--- config.mk ---
export PLATFORM = sky130hd
export DESIGN_NAME = i2c_cmd_master
export DESIGN_NICKNAME = d
export VERILOG_FILES = /design/src/rtl/i2c_cmd_pkg.sv /design/src/rtl/i2c_cmd_regs.sv /design/src/rtl/i2c_cmd_timer.sv /design/src/rtl/i2c_cmd_seq.sv /design/src/rtl/i2c_cmd_master.sv
export SDC_FILE = /design/constraint.sdc
export NUM_CORES = 1
export LEC_CHECK = 0
export BUFFER_PORTS_ARGS = -buffer_cell sky130_fd_sc_hd__buf_2
export CAP_MARGIN = 10
export CORE_MARGIN = 3
export CORE_UTILIZATION = 54
export CTS_BUF_LIST = sky130_fd_sc_hd__clkbuf_8
export DETAILED_ROUTE_END_ITERATION = 8
export PLACE_DENSITY = 0.8
export SLEW_MARGIN = 25
export SYNTH_ARGS = -nofsm -noshare
export SYNTH_HDL_FRONTEND = slang
export SYNTH_SLANG_ARGS = --single-unit
export TNS_END_PERCENT = 30
--- constraint.sdc ---
create_clock -name clk -period 6.25 [get_ports clk]
set_input_delay 0.9375 -clock clk [delete_from_list [all_inputs] [get_ports clk]]
set_output_delay 0.9375 -clock clk [all_outputs]
set_load 0.02 [all_outputs]
--- src/rtl/i2c_cmd_pkg.sv ---
package i2c_cmd_pkg;
   localparam int NUM_CMDS  = 5;
   localparam int BIT_ACKD  = 5;
   localparam int BIT_ACKST = 6;
   typedef enum logic [2:0] {
      OP_START  = 3'd0,
      OP_RSTART = 3'd1,
      OP_STOP   = 3'd2,
      OP_RX     = 3'd3,
      OP_ACK    = 3'd4,
      OP_TX     = 3'd5
   } op_e;
endpackage

--- src/rtl/i2c_cmd_regs.sv ---
module i2c_cmd_regs
   import i2c_cmd_pkg::*;
(
   input  logic       clk,
   input  logic       rst_n,
   input  logic       ctl_wr,
   input  logic [7:0] ctl_wdata,
   input  logic       buf_wr,
   input  logic       busy,
   input  logic       finish,
   input  logic       ack_stat,
   output logic       go,
   output op_e        go_op,
   output logic       ack_data,
   output logic [7:0] ctl_rdata
);
   logic [NUM_CMDS-1:0] cmd_q, req, pick;
   logic                ackd_q, cmd_go;

   assign req    = ctl_wr ? ctl_wdata[NUM_CMDS-1:0] : '0;
   assign pick   = req & (~req + 1'b1);
   assign cmd_go = !busy && (|req);
   assign go     = cmd_go || (!busy && buf_wr);
   assign ack_data  = ctl_wr ? ctl_wdata[BIT_ACKD] : ackd_q;
   assign ctl_rdata = {1'b0, ack_stat, ackd_q, cmd_q};

   always_comb begin
      go_op = OP_TX;
      for (int i = NUM_CMDS - 1; i >= 0; i--)
         if (req[i]) go_op = op_e'(i[2:0]);
   end

   always_ff @(posedge clk or negedge rst_n) begin
      if (!rst_n) begin
         cmd_q  <= '0;
         ackd_q <= 1'b0;
      end else begin
         if (finish)      cmd_q <= '0;
         else if (cmd_go) cmd_q <= pick;
         if (ctl_wr)      ackd_q <= ctl_wdata[BIT_ACKD];
      end
   end

   AST_CMD_ONEHOT: assert property (@(posedge clk) disable iff (!rst_n)
      $onehot0(cmd_q));
   AST_CMD_HELD_BUSY: assert property (@(posedge clk) disable iff (!rst_n)
      (busy && !finish) |=> $stable(cmd_q));
   AST_CMD_CLEARED: assert property (@(posedge clk) disable iff (!rst_n)
      finish |=> (cmd_q == '0));
endmodule

--- src/rtl/i2c_cmd_timer.sv ---
module i2c_cmd_timer #(
   parameter int DIV_W = 8
) (
   input  logic             clk,
   input  logic             rst_n,
   input  logic             load,
   input  logic [DIV_W-1:0] divisor,
   output logic             expire
);
   logic [DIV_W-1:0] cnt_q;

   always_ff @(posedge clk or negedge rst_n) begin
      if (!rst_n)            cnt_q <= '0;
      else if (load)         cnt_q <= divisor;
      else if (cnt_q != '0)  cnt_q <= cnt_q - 1'b1;
   end

   assign expire = (cnt_q == '0);

   AST_TIMER_RELOAD: assert property (@(posedge clk) disable iff (!rst_n)
      (load && divisor != '0) |=> !expire);
endmodule

--- src/rtl/i2c_cmd_seq.sv ---
module i2c_cmd_seq
   import i2c_cmd_pkg::*;
#(
   parameter int DATA_W      = 8,
   parameter int SYNC_STAGES = 2
) (
   input  logic              clk,
   input  logic              rst_n,
   input  logic              go,
   input  op_e               go_op,
   input  logic              ack_data,
   input  logic [DATA_W-1:0] tx_byte,
   input  logic              expire,
   input  logic              sda_in,
   output logic              load,
   output logic              busy,
   output logic              finish,
   output logic              done,
   output logic              scl_oe,
   output logic              sda_oe,
   output logic [DATA_W-1:0] rx_byte,
   output logic              ack_stat
);
   localparam int NSTEP  = 2 * DATA_W + 3;
   localparam int STEP_W = $clog2(NSTEP + 1);

   op_e               op_q;
   logic [STEP_W-1:0] step_q;
   logic [DATA_W-1:0] tx_q;
   logic              ackd_q, sda_s, last, smp;
   logic [2:0]        nxt;

   generate
      if (SYNC_STAGES == 0) begin : g_nosync
         assign sda_s = sda_in;
      end else begin : g_sync
         logic [SYNC_STAGES-1:0] sync_q;
         always_ff @(posedge clk or negedge rst_n) begin
            if (!rst_n) sync_q <= '1;
            else        sync_q <= {sync_q[SYNC_STAGES-2+(SYNC_STAGES==1):0], sda_in};
         end
         assign sda_s = sync_q[SYNC_STAGES-1];
      end
   endgenerate

   function automatic logic [STEP_W-1:0] last_step(input op_e op);
      case (op)
         OP_RSTART: return STEP_W'(3);
         OP_RX:     return STEP_W'(2 * DATA_W);
         OP_TX:     return STEP_W'(2 * DATA_W + 2);
         default:   return STEP_W'(2);
      endcase
   endfunction

   // {scl_low, sda_low, sample}
   function automatic logic [2:0] pattern(input op_e op, input logic [STEP_W-1:0] s,
                                          input logic [DATA_W-1:0] tb, input logic ad);
      logic b;
      b = tb[DATA_W - 1 - int'(s >> 1)];
      case (op)
         OP_START:  return (s == 0) ? 3'b000 : (s == 1) ? 3'b010 : 3'b110;
         OP_RSTART: return (s == 0) ? 3'b100 : (s == 1) ? 3'b000 : (s == 2) ? 3'b010 : 3'b110;
         OP_STOP:   return (s == 0) ? 3'b110 : (s == 1) ? 3'b010 : 3'b000;
         OP_ACK:    return (s == 2) ? 3'b100 : {!s[0], !ad, 1'b0};
         OP_RX:     return (int'(s) < 2 * DATA_W) ? {!s[0], 1'b0, s[0]} : 3'b100;
         default: begin
            if (int'(s) < 2 * DATA_W)       return {!s[0], !b, 1'b0};
            else if (int'(s) == 2 * DATA_W + 1) return 3'b001;
            else                            return 3'b100;
         end
      endcase
   endfunction

   assign last   = busy && expire && (step_q == last_step(op_q));
   assign finish = last;
   assign load   = go || (busy && expire && !last);
   assign smp    = pattern(op_q, step_q, tx_q, ackd_q)[0];
   assign nxt    = go ? pattern(go_op, '0, tx_byte, ack_data)
                      : pattern(op_q, step_q + 1'b1, tx_q, ackd_q);

   always_ff @(posedge clk or negedge rst_n) begin
      if (!rst_n) begin
         busy <= 1'b0; op_q <= OP_START; step_q <= '0; tx_q <= '0;
         ackd_q <= 1'b0; rx_byte <= '0; ack_stat <= 1'b0; done <= 1'b0;
         scl_oe <= 1'b0; sda_oe <= 1'b0;
      end else begin
         done <= finish;
         if (go) begin
            busy   <= 1'b1;
            op_q   <= go_op;
            step_q <= '0;
            tx_q   <= tx_byte;
            ackd_q <= ack_data;
            {scl_oe, sda_oe} <= nxt[2:1];
         end else if (busy && expire) begin
            if (smp && op_q == OP_RX) rx_byte  <= {rx_byte[DATA_W-2+(DATA_W==1):0], sda_s};
            if (smp && op_q == OP_TX) ack_stat <= sda_s;
            if (last) busy <= 1'b0;
            else begin
               step_q <= step_q + 1'b1;
               {scl_oe, sda_oe} <= nxt[2:1];
            end
         end
      end
   end

   AST_SDA_ONLY_SCL_LOW: assert property (@(posedge clk) disable iff (!rst_n)
      (!$stable(sda_oe) && !scl_oe && !$past(scl_oe))
         |-> (op_q inside {OP_START, OP_RSTART, OP_STOP}));
   AST_DONE_ONE_CYCLE: assert property (@(posedge clk) disable iff (!rst_n)
      done |=> !done);
   AST_IDLE_HOLD: assert property (@(posedge clk) disable iff (!rst_n)
      (!busy && !go) |=> ($stable(scl_oe) && $stable(sda_oe)));
   AST_STOP_RELEASES: assert property (@(posedge clk) disable iff (!rst_n)
      (finish && op_q == OP_STOP) |=> (!scl_oe && !sda_oe));
endmodule

--- src/rtl/i2c_cmd_master.sv ---
module i2c_cmd_master
   import i2c_cmd_pkg::*;
#(
   parameter int DATA_W      = 8,
   parameter int DIV_W       = 8,
   parameter int SYNC_STAGES = 2
) (
   input  logic              clk,
   input  logic              rst_n,
   input  logic              ctl_wr,
   input  logic [7:0]        ctl_wdata,
   output logic [7:0]        ctl_rdata,
   input  logic              buf_wr,
   input  logic [DATA_W-1:0] buf_wdata,
   output logic [DATA_W-1:0] buf_rdata,
   input  logic [DIV_W-1:0]  divisor,
   output logic              done_irq,
   input  logic              sda_in,
   output logic              scl_oe,
   output logic              sda_oe
);
   generate
      if (DATA_W < 1)                         begin : g_bad_data $error("DATA_W must be at least 1"); end
      if (DIV_W < 2)                          begin : g_bad_div  $error("DIV_W must be at least 2"); end
      if (SYNC_STAGES < 0 || SYNC_STAGES > 3) begin : g_bad_sync $error("SYNC_STAGES must be 0..3"); end
   endgenerate

   logic go, load, expire, busy, finish, ack_data, ack_stat;
   op_e  go_op;

   i2c_cmd_regs u_regs (
      .clk, .rst_n, .ctl_wr, .ctl_wdata, .buf_wr, .busy, .finish, .ack_stat,
      .go, .go_op, .ack_data, .ctl_rdata
   );

   i2c_cmd_timer #(.DIV_W(DIV_W)) u_timer (
      .clk, .rst_n, .load, .divisor, .expire
   );

   i2c_cmd_seq #(.DATA_W(DATA_W), .SYNC_STAGES(SYNC_STAGES)) u_seq (
      .clk, .rst_n, .go, .go_op, .ack_data, .tx_byte(buf_wdata), .expire, .sda_in,
      .load, .busy, .finish, .done(done_irq), .scl_oe, .sda_oe,
      .rx_byte(buf_rdata), .ack_stat
   );
endmodule

After elaboration in Yosys (flattened, before gate mapping)
Index checks and enable logic that the tools add are counted.
{ "classes": {"div_mod_pow": 0, "n_reduce_logical": 32, "eq_ne": 16, "bitwise": 3, "add_sub_neg": 4, "shift": 0, "n_mux": 49, "n_lt_le_gt_ge": 3, "n_mul": 0} }
{ "ops": {"columns": ["op", "count"], "rows": [
  ["two-way mux 3 bit", 15],
  ["less-than comparator 32 x 5 -> 1 bit, second input constant", 1],
  ["two-way mux 5 bit", 6],
  ["two-way mux 1 bit", 20],
  ["two-way mux 8 bit", 2],
  ["one-hot mux 3 bit (5 select lines)", 1],
  ["one-hot mux 5 bit (3 select lines)", 1],
  ["== test 3 x 2 -> 1 bit, second input constant", 4],
  ["one-hot mux 3 bit (4 select lines)", 1],
  ["adder 5 x 1 -> 5 bit, second input constant", 2],
  ["== test 5 x 1 -> 1 bit, second input constant", 2],
  ["== test 5 bit, second input constant", 2],
  ["logical NOT 5 bit", 2],
  ["less-than comparator 5 bit, second input constant", 2],
  ["== test 3 bit, second input constant", 3],
  ["logical NOT 8 bit", 1],
  ["nonzero test 2 bit", 4],
  ["nonzero test 8 bit", 1],
  ["subtractor 8 x 1 -> 8 bit, second input constant", 1],
  ["logical AND 1 bit", 7],
  ["logical NOT 1 bit", 7],
  ["== test 3 x 1 -> 1 bit, second input constant", 2],
  ["logical NOT 3 bit", 2],
  ["AND reduction 3 bit", 2],
  ["other kinds (14)", 16]
]} }
{ "word_totals": {"ff_bits": 46, "output_inout_bits": 19, "input_bits": 29, "latch_bits": 0, "ramBits": 0, "mem_bits_ro": 0, "elab_cells": 121, "mem_count": 0} }

Depth between registers and ports, before layout
Gate-level depths: netlist (run 1).
{ "depth": {"depth_word": 13, "mapped_depth": 10, "mapped_depth_nobuf": 8} }

Hierarchy
From an unflattened synthesis (run 1), not the netlist that was laid out.
{ "unflattened": {"cells_unflattened": 278, "hier_area_um2": 2792.7} }
{ "modules_own_cells": {"columns": ["mod", "area_per_inst_um2", "seq_area_each_um2", "cells_each", "n_inst"], "rows": [
  ["i2c_cmd_seq", 1908.1, 803.3, 179, 1],
  ["i2c_cmd_timer", 488.0, 200.2, 54, 1],
  ["i2c_cmd_regs", 396.6, 150.1, 45, 1]
]} }

Least setup slack after synthesis (run 1)
Ideal clock, no wire load.
{ "synth_path": {"kind": "input port to flip-flop", "from": "input port ctl_wdata[0]", "to": "register u_timer.cnt_q[1]", "arrival_ns": 2.388, "path_slack_ns": 3.737, "stages": 6, "setup_time_ns": 0.125, "path_buffers": 1, "t_required_ns": 6.125, "path_cell_list": "or4_1 > o21ai_2 > a21oi_1 > a31o_1 > buf_6 > mux2_4"} }
{ "synth_via": {"elab_chain_len": 6, "elab_cells_between_ends": 7, "classes_between": "mux (2); reduce/logical (5)"} }
{ "synth_lines": {"columns": ["element", "line_no", "rtl"], "rows": [
  ["start: declaration", "i2c_cmd_master.sv:11", "input logic [7:0] ctl_wdata,"],
  ["two-way mux 5 bit (*)", "i2c_cmd_regs.sv:20", "assign req = ctl_wr ? ctl_wdata[NUM_CMDS-1:0] : '0;"],
  ["OR reduction 5 bit (*)", "i2c_cmd_regs.sv:22", "assign cmd_go = !busy && (|req);"],
  ["logical AND 1 bit (*)", "i2c_cmd_regs.sv:22", null],
  ["logical OR 1 bit (*)", "i2c_cmd_regs.sv:23", "assign go = cmd_go || (!busy && buf_wr);"],
  ["logical OR 1 bit (*)", "i2c_cmd_seq.sv:76", "assign load = go || (busy && expire && !last);"],
  ["two-way mux 8 bit / nonzero test 2 bit (equally long branches)", null, null],
  ["end signal: assignment", "i2c_cmd_timer.sv:14", "else if (load) cnt_q <= divisor;"],
  ["end signal: assignment", "i2c_cmd_timer.sv:15", "else if (cnt_q != '0) cnt_q <= cnt_q - 1'b1;"],
  ["end: declaration", "i2c_cmd_timer.sv:10", "logic [DIV_W-1:0] cnt_q;"]
]} }
Mark *: on every way between the ends. The rest lies on a longest branch, timed or not.
A chain may end at the register's enable or synchronous reset.

Worst setup path after layout (run 1)
{ "layout_path": {"from": "register u_timer.cnt_q[0]", "to": "register u_seq.step_q[2]"} }
{ "layout_via": {"elab_chain_len": 5, "elab_cells_between_ends": 6, "classes_between": "eq/ne (1); reduce/logical (5)"} }
{ "layout_lines": {"columns": ["element", "line_no", "rtl"], "rows": [
  ["logical NOT 8 bit (*)", "i2c_cmd_timer.sv:18", "assign expire = (cnt_q == '0);"],
  ["logical AND 1 bit (*)", "i2c_cmd_seq.sv:74, i2c_cmd_seq.sv:95", null],
  ["logical AND 1 bit", "i2c_cmd_seq.sv:74", "assign last = busy && expire && (step_q == last_step(op_q));"],
  ["!= test 2 x 1 -> 1 bit (no source line)", null, null],
  ["AND reduction 2 bit (no source line) (*)", null, null],
  ["end signal: assignment", "i2c_cmd_seq.sv:100", "step_q <= step_q + 1'b1;"],
  ["end: declaration", "i2c_cmd_seq.sv:28", "logic [STEP_W-1:0] step_q;"]
]} }
Marked as above.

==> results of run 1 <==
area by class of cell:
class	count	area [um^2]
inverter	11	41.3
timing repair buffer	45	230
clock buffer	5	68.8
tap	52	65.1
sequential	46	1150
fill	387	1610
clock inverter	3	17.5
multi-input combinational	189	1260
metal layers:
layer / part of all wire / vias up / GRT usage
met5: 0 / - / 0
met4: 0.0059 / 0 / 0.0474
met3: 0.055 / 6 / 0.0454
met2: 0.47 / 55 / 0.319
met1: 0.46 / 902 / 0.275
li1: - / 978 / -
stage by stage:
stage | area (um^2) | hold slack (ns) | std cells
2_1_floorplan | 2550 | 0.345 | 261
3_3_place_gp | 2750 | 0.346 | 343
3_5_place_dp | 2750 | 0.347 | 343
4_1_cts | 2830 | 0.360 | 351
5_1_grt | 2830 | 0.369 | 351
6_report | 2830 | 0.363 | 351
critical path: stages (launching register included):
cell,delay (ns)
sky130_fd_sc_hd__dfrtp_1,0.38
sky130_fd_sc_hd__inv_1,0.09
sky130_fd_sc_hd__ha_1,0.18
sky130_fd_sc_hd__or3b_4,0.41
sky130_fd_sc_hd__nor3_4,0.15
sky130_fd_sc_hd__nor3b_2,0.75
sky130_fd_sc_hd__a31o_1,0.72
sky130_fd_sc_hd__o21ai_0,0.20
sky130_fd_sc_hd__a21o_1,0.21
synth_stat cells, types with 3 or more instances:
cell type / n / area share
sky130_fd_sc_hd__buf_4: 5 / 0.015
sky130_fd_sc_hd__xnor2_1: 8 / 0.027
sky130_fd_sc_hd__mux2i_1: 4 / 0.016
sky130_fd_sc_hd__nor3_1: 4 / 0.0078
sky130_fd_sc_hd__nand3_1: 6 / 0.012
sky130_fd_sc_hd__dfrtp_1: 44 / 0.43
sky130_fd_sc_hd__nor2_1: 15 / 0.022
sky130_fd_sc_hd__buf_6: 3 / 0.013
sky130_fd_sc_hd__ha_1: 5 / 0.025
sky130_fd_sc_hd__xor2_1: 4 / 0.014
sky130_fd_sc_hd__mux2_2: 10 / 0.044
sky130_fd_sc_hd__a21oi_1: 12 / 0.024
sky130_fd_sc_hd__a31oi_1: 3 / 0.0074
sky130_fd_sc_hd__a21o_1: 3 / 0.0088
sky130_fd_sc_hd__o21ai_0: 10 / 0.020
sky130_fd_sc_hd__inv_1: 11 / 0.016
sky130_fd_sc_hd__o21ai_1: 3 / 0.0059
sky130_fd_sc_hd__nand2_1: 50 / 0.074
sky130_fd_sc_hd__nand4_1: 3 / 0.0074
sky130_fd_sc_hd__o31ai_1: 5 / 0.015
sky130_fd_sc_hd__clkbuf_1: 4 / 0.0059
sky130_fd_sc_hd__o22ai_1: 4 / 0.0098
kinds of logic after synthesis:
logic type,Yosys count
compound gates,51
xor+xnor,12
fa+ha+maj,5
buf+inv,26
flops,46
mux,18
other cells,1
simple gates,102
sequential cells by signal, summed over array words and instances, names as in the netlist:
name	flops
u_seq.scl_oe	1
u_seq.sda_oe	1
u_seq.ack_stat	1
u_seq.rx_byte	8
u_seq.busy	1
u_timer.cnt_q	8
u_seq.g_sync.sync_q	2
u_seq.step_q	5
u_regs.ackd_q	1
u_seq.done	1
u_regs.cmd_q	5
u_seq.ackd_q	1
u_seq.tx_q	8
u_seq.op_q	3
worst paths after layout:
| path | from | end | slack, ns |
|---|---|---|---|
| max | u_timer.cnt_q[0] | u_seq.step_q[2] | 3.05 |
| min | u_seq.g_sync.sync_q[0] | u_seq.g_sync.sync_q[1] | 0.36 |
| max reg2reg | u_timer.cnt_q[0] | u_seq.step_q[2] | 3.05 |
| min reg2reg | u_seq.g_sync.sync_q[0] | u_seq.g_sync.sync_q[1] | 0.36 |
| max in group asynchronous | rst_n | u_seq.g_sync.sync_q[1] | 5.24 |
| min in group asynchronous | rst_n | u_seq.step_q[3] | 0.63 |
power groups by stage:
stage / Clock (W) / Combinational, W / Sequential [W]
floorplan: 0 / 0.000251 / 0.000402
global placement: 0 / 0.000278 / 0.000427
detailed placement: 0 / 0.000289 / 0.000429
CTS: 0.000182 / 0.000291 / 0.000424
global route: 0.000195 / 0.000324 / 0.000435
finish: 0.000174 / 0.000288 / 0.000424
==> flow_metrics.env, run 1 <==
export IMPL_synth_enable_flop_cells=0
export IMPL_drt_iter0_drc=166
export IMPL_power_per_cell_area_nw_per_um2=313
export IMPL_endpoint_kind="flip-flop"
export IMPL_mostFrequentLayoutCell="sky130_fd_sc_hd__nand2_1"
export IMPL_hold_path_class="reg2reg"
export IMPL_setup_violations=0
export IMPL_drtPass1Iterations=4
export IMPL_grt_max_degree=47
export IMPL_finalWorstPathRequiredPeriod_ns=3.20
export IMPL_global_route_overflow_total=0
export IMPL_route_detailed_drc=0
export IMPL_ys_seq_elements=46
export IMPL_num_vias=1941
export IMPL_via_per_inst=5.53
export IMPL_die_width_um=74.8
export IMPL_post_synth_xor_area_fraction=0.0412
export IMPL_timing_reg2reg_worst_path_depth=8
export IMPL_post_cts_repair_setup_buffers=0
export IMPL_ctsRootBufferMaster="sky130_fd_sc_hd__clkbuf_8"
export IMPL_num_io_pins=48
export IMPL_share_of_the_core_filled_with_cells=0.638
export IMPL_slew_violations=0
export IMPL_outcome="finished, final reports clean"
export IMPL_totalWireLength_mm=4.90
export IMPL_timing_final_hold_violations=0
export IMPL_worst_slew_margin_rel=0.409
export IMPL_synth_async_sr_flop_share=1.00
export IMPL_die_height_um=74.8
export IMPL_synth_simple_area_share=0.210
export IMPL_layout_drive_gt1_share=0.264
export IMPL_cts_tree="yes"
export IMPL_dpl_worst_slack_ns=3.06
export IMPL_netlist_instances=261
export IMPL_clkSinkCount=46
export IMPL_relative_area_change_from_synthesis_to_final_layout_pct=11.0
export IMPL_final_setup_skew_ns=0.00501
export IMPL_post_synth_cell_area_avg_um2=9.78
export IMPL_h_tree_depth=2
export IMPL_grt_pass1_wl_mm=8.49
export IMPL_hpwl_mm=3.61
export IMPL_synth_area_in_compound_gates=0.128
export IMPL_mostFrequentLayoutCells="50 x sky130_fd_sc_hd__nand2_1, 44 x sky130_fd_sc_hd__dfrtp_1, 43 x sky130_fd_sc_hd__buf_2, 15 x sky130_fd_sc_hd__nor2_1"
export IMPL_clkTransAtPathRegs_ns=0.08
export IMPL_cts_hold_fix_buffers=0
export IMPL_internal_power_w=0.000572
export IMPL_synth_fa_ha_area_frac=0.0245
export IMPL_total_cts_buffers=5
export IMPL_synth_cell_type_count=58
export IMPL_combinationalPowerShare=0.325
export IMPL_clock_insertion_delay_worst_skew_ns=0.30
export IMPL_required_ns=6.44
export IMPL_fin_tns_setup_ns=0
export IMPL_dominant_combinational_cell_family_by_area_after_synthesis="simple AND/OR/NAND/NOR gates"
export IMPL_post_drt_wl_per_cell_um=14.0
export IMPL_mappedNetlistNets=295
export IMPL_synthFlopType="sky130_fd_sc_hd__dfrtp_1"
export IMPL_p_leak_nw=1.37
export IMPL_timing_critical_path_arrival_ns=3.39
export IMPL_crit_path_max_fanout=19
export IMPL_rsz0062_at_grt="false"
export IMPL_first_global_vias=1859
export IMPL_antenna_found_initial=0
export IMPL_timing_hold_worst_path_depth=0
export IMPL_initial_core_util=0.574
export IMPL_upper_clock_frequency_limit_mhz=313
export IMPL_crit_type="reg2reg"
export IMPL_finalCritPeriodShare=0.511
export IMPL_gpl_final_weighted_congestion=0.851
export IMPL_layout_setup_ws_ns=3.05
export IMPL_globalRouteTotalUtil=0.198
export IMPL_core_um2=4440
export IMPL_worst_setup_path_start_kind="flip-flop"
export IMPL_placementRows=24
export IMPL_power_share_sequential=0.478
export IMPL_maxCapViolations=0
export IMPL_swShare=0.355
export IMPL_total_power_w=0.000887
export IMPL_synth_cell_area_um2=2550
export IMPL_power_switching_w=0.000315
export IMPL_detail_route_antenna_nets=0
export IMPL_io_buffer_count=44
export IMPL_ys_seq_area_frac=0.452
export IMPL_power_share_clock=0.197
export IMPL_worst_slew_pin_slew_ns=0.882
export IMPL_die_area_um2=5590
export IMPL_cts_path_max_buffers=2
export IMPL_count_of_nets_after_finishing=332
export IMPL_ctsResizeCount=0
export IMPL_synth_mux_area_fraction=0.0877
export IMPL_ys_warn_count=0
export IMPL_vdd_drop_max_uv=129
export IMPL_antennaDiodeCount=0
No activity file was read; power rests on OpenSTA's default activity.
==> inputs of run 2 (changes only) <==
Settings changed: CORE_UTILIZATION 54 to 52, PLACE_DENSITY 0.8 to 0.81.
Clock period 6.25 ns to 2.8 ns, I/O delays scaled along.
==> flow_metrics.env, run 2 (synthesized netlist as in run 1, its figures left out) <==
export IMPL_antenna_found_initial=0
export IMPL_detail_route_antenna_nets=0
export IMPL_numPlacedInstances=359
export IMPL_drtPass1Iterations=4
export IMPL_slew_violations=0
export IMPL_clkSinkCount=46
export IMPL_final_setup_skew_ns=0.00584
export IMPL_die_height_um=76.1
export IMPL_globalRouteTotalUtil=0.185
export IMPL_p_leak_nw=1.38
export IMPL_die_width_um=76.1
export IMPL_vdd_drop_max_uv=319
export IMPL_worst_slew_margin_rel=0.616
export IMPL_cts_path_max_buffers=2
export IMPL_grt_max_degree=47
export IMPL_route_detailed_drc=0
export IMPL_finalCritPeriodShare=0.908
export IMPL_mostFrequentLayoutCells="50 x sky130_fd_sc_hd__nand2_1, 44 x sky130_fd_sc_hd__dfrtp_1, 43 x sky130_fd_sc_hd__buf_2, 15 x sky130_fd_sc_hd__nor2_1, 13 x sky130_fd_sc_hd__inv_1"
export IMPL_fin_tns_setup_ns=0
export IMPL_die_area_um2=5790
export IMPL_placementRows=24
export IMPL_relative_area_change_from_synthesis_to_final_layout_pct=12.5
export IMPL_total_cts_buffers=5
export IMPL_timing_critical_path_arrival_ns=2.73
export IMPL_ctsResizeCount=0
export IMPL_timing_hold_ws_ns=0.114
export IMPL_layout_drive_gt1_share=0.268
export IMPL_clock_insertion_delay_worst_skew_ns=0.30
export IMPL_grt_pass1_wl_mm=8.83
export IMPL_num_vias=1985
export IMPL_maxCapViolations=0
export IMPL_clkTransAtPathRegs_ns=0.08
export IMPL_core_um2=4530
export IMPL_initial_core_util=0.563
export IMPL_worst_slew_pin_slew_ns=0.576
export IMPL_count_of_nets_after_finishing=335
export IMPL_antennaDiodeCount=0
export IMPL_finalWorstPathRequiredPeriod_ns=2.54
export IMPL_ctsRootBufferMaster="sky130_fd_sc_hd__clkbuf_8"
export IMPL_timing_final_hold_violations=0
export IMPL_hpwl_mm=3.72
export IMPL_post_drt_wl_per_cell_um=13.6
export IMPL_num_io_pins=48
export IMPL_required_ns=2.99
export IMPL_global_route_overflow_total=0
export IMPL_h_tree_depth=2
export IMPL_io_buffer_count=44
export IMPL_crit_path_max_fanout=12
export IMPL_timing_reg2reg_worst_path_depth=8
export IMPL_totalWireLength_mm=5.01
export IMPL_gpl_final_weighted_congestion=0.900
export IMPL_total_power_w=0.00198
export IMPL_setup_violations=0
export IMPL_cts_tree="yes"
export IMPL_outcome="finished, final reports clean"
export IMPL_rsz0062_at_grt="false"
export IMPL_worst_setup_path_start_kind="flip-flop"
export IMPL_mostFrequentLayoutCell="sky130_fd_sc_hd__nand2_1"
export IMPL_hold_path_class="in2async"
export IMPL_reg_largest_list="u_seq.rx_byte x8, u_seq.tx_q x8, u_timer.cnt_q x8"
export IMPL_crit_type="reg2reg"
export IMPL_power_per_cell_area_nw_per_um2=689
export IMPL_final_cells=367
export IMPL_endpoint_kind="flip-flop"
export IMPL_via_per_inst=5.41
export IMPL_post_cts_repair_setup_buffers=0
export IMPL_cts_hold_fix_buffers=0
export IMPL_share_of_the_core_filled_with_cells=0.633
export IMPL_drt_iter0_drc=118
export IMPL_upper_clock_frequency_limit_mhz=393
export IMPL_first_global_vias=1911
-- run 2: changes by cell type in the layout (fill, tap and decap cells not counted), sizes merged --
cell      previous run  this run
clkinvlp             0         1
inv                 12        13
clkinv               2         0
buf                 45        48
-- run 2: final cells by class --
cell class / count / area, um^2
clock inverter: 3 / 15.0
fill: 385 / 1660
multi-input combinational: 189 / 1260
inverter: 11 / 41.3
timing repair buffer: 48 / 253
tap: 65 / 81.3
clock buffer: 5 / 68.8
sequential: 46 / 1150
-- run 2: layer usage --
| metal | GRT usage | part of all wire | vias to the layer above |
|---|---|---|---|
| met5 | 0 | 0 | - |
| met4 | 0.0580 | 0.013 | 0 |
| met3 | 0.0485 | 0.053 | 8 |
| met2 | 0.295 | 0.46 | 51 |
| met1 | 0.249 | 0.47 | 942 |
| li1 | - | - | 984 |
-- run 2: final timing paths --
| kind | startpoint | endpoint | slack [ns] |
|---|---|---|---|
| worst max-delay path | u_timer.cnt_q[0] | u_seq.step_q[2] | 0.26 |
| worst min-delay path | rst_n | u_seq.step_q[2] | 0.11 |
| worst max register to register | u_timer.cnt_q[0] | u_seq.step_q[2] | 0.26 |
| worst min register to register | u_seq.g_sync.sync_q[0] | u_seq.g_sync.sync_q[1] | 0.36 |
| max in group asynchronous | rst_n | u_seq.g_sync.sync_q[0] | 2.29 |
| min in group clk | sda_in | u_seq.g_sync.sync_q[0] | 0.23 |
-- run 2: worst max-delay path, cell delays in order, from the launching register on --
cell                      delay, ns
sky130_fd_sc_hd__dfrtp_1       0.38
sky130_fd_sc_hd__inv_1         0.09
sky130_fd_sc_hd__ha_1          0.18
sky130_fd_sc_hd__or3b_4        0.41
sky130_fd_sc_hd__nor3_4        0.14
sky130_fd_sc_hd__nor3b_2       0.35
sky130_fd_sc_hd__a31o_1        0.51
sky130_fd_sc_hd__o21ai_0       0.17
sky130_fd_sc_hd__a21o_1        0.20
-- run 2: power by group --
part | internal, W | switching (W)
registers | 0.000784 | 0.000154
logic | 0.000328 | 0.000331
clock network | 0.000169 | 0.000211
total | 0.00128 | 0.000697
-- run 2: stage by stage --
stage / instance area, um^2 / worst slack, ns
3_3_place_gp: 2780 / 0.330
6_report: 2870 / 0.257
4_1_cts: 2870 / 0.269
2_1_floorplan: 2550 / 0.496
5_1_grt: 2870 / 0.110
3_5_place_dp: 2780 / 0.281
==> inputs of run 3 (changes only) <==
Settings changed: CORE_UTILIZATION 52 to 53, SYNTH_HIERARCHICAL from default to 1.
==> flow_metrics.env, run 3 <==
export IMPL_layout_drive_gt1_share=0.281
export IMPL_timing_critical_path_to="u_seq/rx_byte[1]"
export IMPL_upper_clock_frequency_limit_mhz=391
export IMPL_final_cells=384
export IMPL_clock_insertion_delay_worst_skew_ns=0.30
export IMPL_maxCapViolations=0
export IMPL_detail_route_antenna_nets=0
export IMPL_synth_cell_type_count=67
export IMPL_timing_final_hold_violations=0
export IMPL_io_buffer_count=44
export IMPL_timing_hold_ws_ns=0.113
export IMPL_startpoint_of_the_worst_register_to_register_path="u_timer/cnt_q[3]"
export IMPL_fin_tns_setup_ns=0
export IMPL_outcome="finished, final reports clean"
export IMPL_crit_path_max_fanout=8
export IMPL_antenna_found_initial=0
export IMPL_required_ns=2.98
export IMPL_setup_reg_to_reg_worst_slack_ns=0.24
export IMPL_h_tree_depth=2
export IMPL_post_cts_repair_setup_buffers=0
export IMPL_grt_pass1_wl_mm=9.96
export IMPL_post_synth_cell_area_avg_um2=10.0
export IMPL_mappedNetlistNets=312
export IMPL_global_route_overflow_total=0
export IMPL_multi_input_comb_area_um2=1430
export IMPL_final_setup_skew_ns=0.00622
export IMPL_post_synth_xor_area_fraction=0.0251
export IMPL_drt_iter0_drc=175
export IMPL_synth_cell_area_um2=2790
export IMPL_count_of_nets_after_finishing=350
export IMPL_num_vias=2248
export IMPL_setup_violations=0
export IMPL_worst_slew_margin_rel=0.609
export IMPL_globalRouteTotalUtil=0.200
export IMPL_power_per_cell_area_nw_per_um2=723
export IMPL_mostFrequentLayoutCells="44 x sky130_fd_sc_hd__dfrtp_1, 43 x sky130_fd_sc_hd__buf_2, 19 x sky130_fd_sc_hd__nor2_1, 17 x sky130_fd_sc_hd__a21oi_1, 17 x sky130_fd_sc_hd__nand2_1"
export IMPL_crit_type="reg2reg"
export IMPL_synth_mux_area_fraction=0.103
export IMPL_totalWireLength_mm=5.75
export IMPL_cts_path_max_buffers=2
export IMPL_setup_worst_path_start="u_timer/cnt_q[3]"
export IMPL_grt_max_degree=47
export IMPL_clkTransAtPathRegs_ns=0.09
export IMPL_drtPass1Iterations=4
export IMPL_hpwl_mm=4.18
export IMPL_placementRows=25
export IMPL_die_width_um=78.6
export IMPL_layout_filler_cells=397
export IMPL_hold_path_class="in2async"
export IMPL_clkSinkCount=46
export IMPL_dominant_combinational_cell_family_by_area_after_synthesis="simple AND/OR/NAND/NOR gates"
export IMPL_post_drt_wl_per_cell_um=15.0
export IMPL_synth_fa_ha_area_frac=0.0224
export IMPL_slew_violations=0
export IMPL_endpoint_kind="flip-flop"
export IMPL_num_io_pins=48
export IMPL_reg_largest_list="u_seq/rx_byte x8, u_seq/tx_q x8, u_timer/cnt_q x8"
export IMPL_ys_warn_count=6
export IMPL_synthFlopType="sky130_fd_sc_hd__dfrtp_1"
export IMPL_finish_instance_area_um2=3070
export IMPL_post_synth_main_area_contributors="sky130_fd_sc_hd__dfrtp_1 39%, sky130_fd_sc_hd__mux2_2 5.2%, sky130_fd_sc_hd__buf_6 3.2%, sky130_fd_sc_hd__a21oi_1 3.0%, sky130_fd_sc_hd__mux2_1 2.8%"
export IMPL_via_per_inst=5.85
export IMPL_synth_async_sr_flop_share=1.00
export IMPL_synth_enable_flop_cells=0
export IMPL_r2r_end="u_seq/rx_byte[1]"
export IMPL_ctsResizeCount=0
export IMPL_ys_seq_elements=46
export IMPL_yosys_area_top_type_share=0.394
export IMPL_total_cts_buffers=5
export IMPL_initial_core_util=0.569
export IMPL_worst_slew_pin_slew_ns=0.581
export IMPL_netlist_instances=278
export IMPL_share_of_the_core_filled_with_cells=0.626
export IMPL_antennaDiodeCount=0
export IMPL_gpl_final_weighted_congestion=0.887
export IMPL_finalWorstPathRequiredPeriod_ns=2.56
export IMPL_timing_critical_path_arrival_ns=2.74
export IMPL_synth_largest_area_cell="sky130_fd_sc_hd__dfrtp_1"
export IMPL_ctsRootBufferMaster="sky130_fd_sc_hd__clkbuf_8"
export IMPL_core_um2=4910
export IMPL_placed_cell_area_um2=2980
export IMPL_synthMostInstantiatedCell="sky130_fd_sc_hd__dfrtp_1"
export IMPL_finalCritPeriodShare=0.914
export IMPL_vdd_drop_max_uv=418
export IMPL_cts_hold_fix_buffers=0
export IMPL_ys_seq_area_frac=0.413
export IMPL_die_area_um2=6180
export IMPL_timing_reg2reg_worst_path_depth=6
export IMPL_synth_cells_most_frequent="44 x sky130_fd_sc_hd__dfrtp_1, 19 x sky130_fd_sc_hd__nor2_1, 17 x sky130_fd_sc_hd__a21oi_1, 17 x sky130_fd_sc_hd__nand2_1, 16 x sky130_fd_sc_hd__inv_1"
export IMPL_synth_area_in_compound_gates=0.164
export IMPL_mostFrequentLayoutCell="sky130_fd_sc_hd__dfrtp_1"
export IMPL_synth_simple_area_share=0.194
export IMPL_die_height_um=78.6
export IMPL_rsz0062_at_grt="false"
export IMPL_cts_tree="yes"
export IMPL_first_global_vias=2163
export IMPL_numPlacedInstances=376
export IMPL_route_detailed_drc=0
export IMPL_ff_latch_area_um2=1150
export IMPL_relative_area_change_from_synthesis_to_final_layout_pct=10.0
export IMPL_p_leak_nw=1.38
export IMPL_worst_setup_path_start_kind="flip-flop"
[run 3: changes by cell type in the layout (fill, tap and decap cells not counted), moves of 3 or more]
cell	delta
sky130_fd_sc_hd__mux2_1	+6
sky130_fd_sc_hd__mux2_2	+3
sky130_fd_sc_hd__nor4_1	+4
sky130_fd_sc_hd__o211ai_1	+4
sky130_fd_sc_hd__a21oi_1	+5
sky130_fd_sc_hd__inv_1	+3
sky130_fd_sc_hd__xnor2_1	-3
sky130_fd_sc_hd__nor3_1	+4
sky130_fd_sc_hd__nand2_1	-33
sky130_fd_sc_hd__nor2_1	+4
[run 3: worst min-delay path by stage]
stage / start / endpoint / cells after the start
after floorplan: rst_n / u_regs/ackd_q / 0
after global placement: u_seq/g_sync.sync_q[0] / u_seq/g_sync.sync_q[1] / 0
after detailed placement: u_seq/g_sync.sync_q[0] / u_seq/g_sync.sync_q[1] / 0
after CTS: sda_in / u_seq/g_sync.sync_q[0] / 1
after global routing: rst_n / u_seq/tx_q[1] / 1
final: rst_n / u_seq/tx_q[6] / 1
[run 3: worst max-delay path, cell delays in order (launching register included)]
cell	delay (ns)
sky130_fd_sc_hd__dfrtp_1	0.47
sky130_fd_sc_hd__or4_4	0.59
sky130_fd_sc_hd__nor3_1	0.15
sky130_fd_sc_hd__buf_4	0.17
sky130_fd_sc_hd__nand2_1	0.15
sky130_fd_sc_hd__or3_1	0.54
sky130_fd_sc_hd__mux2_1	0.37
[run 3: metrics by stage]
| stage | setup WS, ns | power (W) |
|---|---|---|
| after detailed placement | 0.259 | 0.00181 |
| final | 0.242 | 0.00222 |
| after CTS | 0.241 | 0.00223 |
| after floorplan | 0.275 | 0.00165 |
| after global placement | 0.316 | 0.00178 |
| after global routing | 0.0685 | 0.00239 |
[run 3: final cells by class]
class / instances / area share
clock buffer: 5 / 0.0224
tap: 67 / 0.0273
timing repair buffer: 49 / 0.0847
inverter: 16 / 0.0195
clock inverter: 3 / 0.00611
sequential: 46 / 0.375
multi-input combinational: 198 / 0.465
[run 3: kinds of logic after synthesis]
kind of cell             after synthesis
AND/OR/NAND/NOR                       92
flip-flops                            46
adder cells (fa/ha/maj)                5
multiplexers                          25
XOR/XNOR                               8
AO/OA/AOI/OAI                         67
buffers and inverters                 34
other                                  1
[run 3: power by group]
part	internal (W)	switching (W)
logic	0.000365	0.000383
registers	0.000846	0.000221
clock network	0.000176	0.000232
[run 3: routing by layer]
layer  global-route usage  wire, um  vias up
li1                     -         -     1084
met1                0.268      2580     1074
met3               0.0378       352        6
met4               0.0594        63        0
met5                    0         0        -
met2                0.327      2750       84
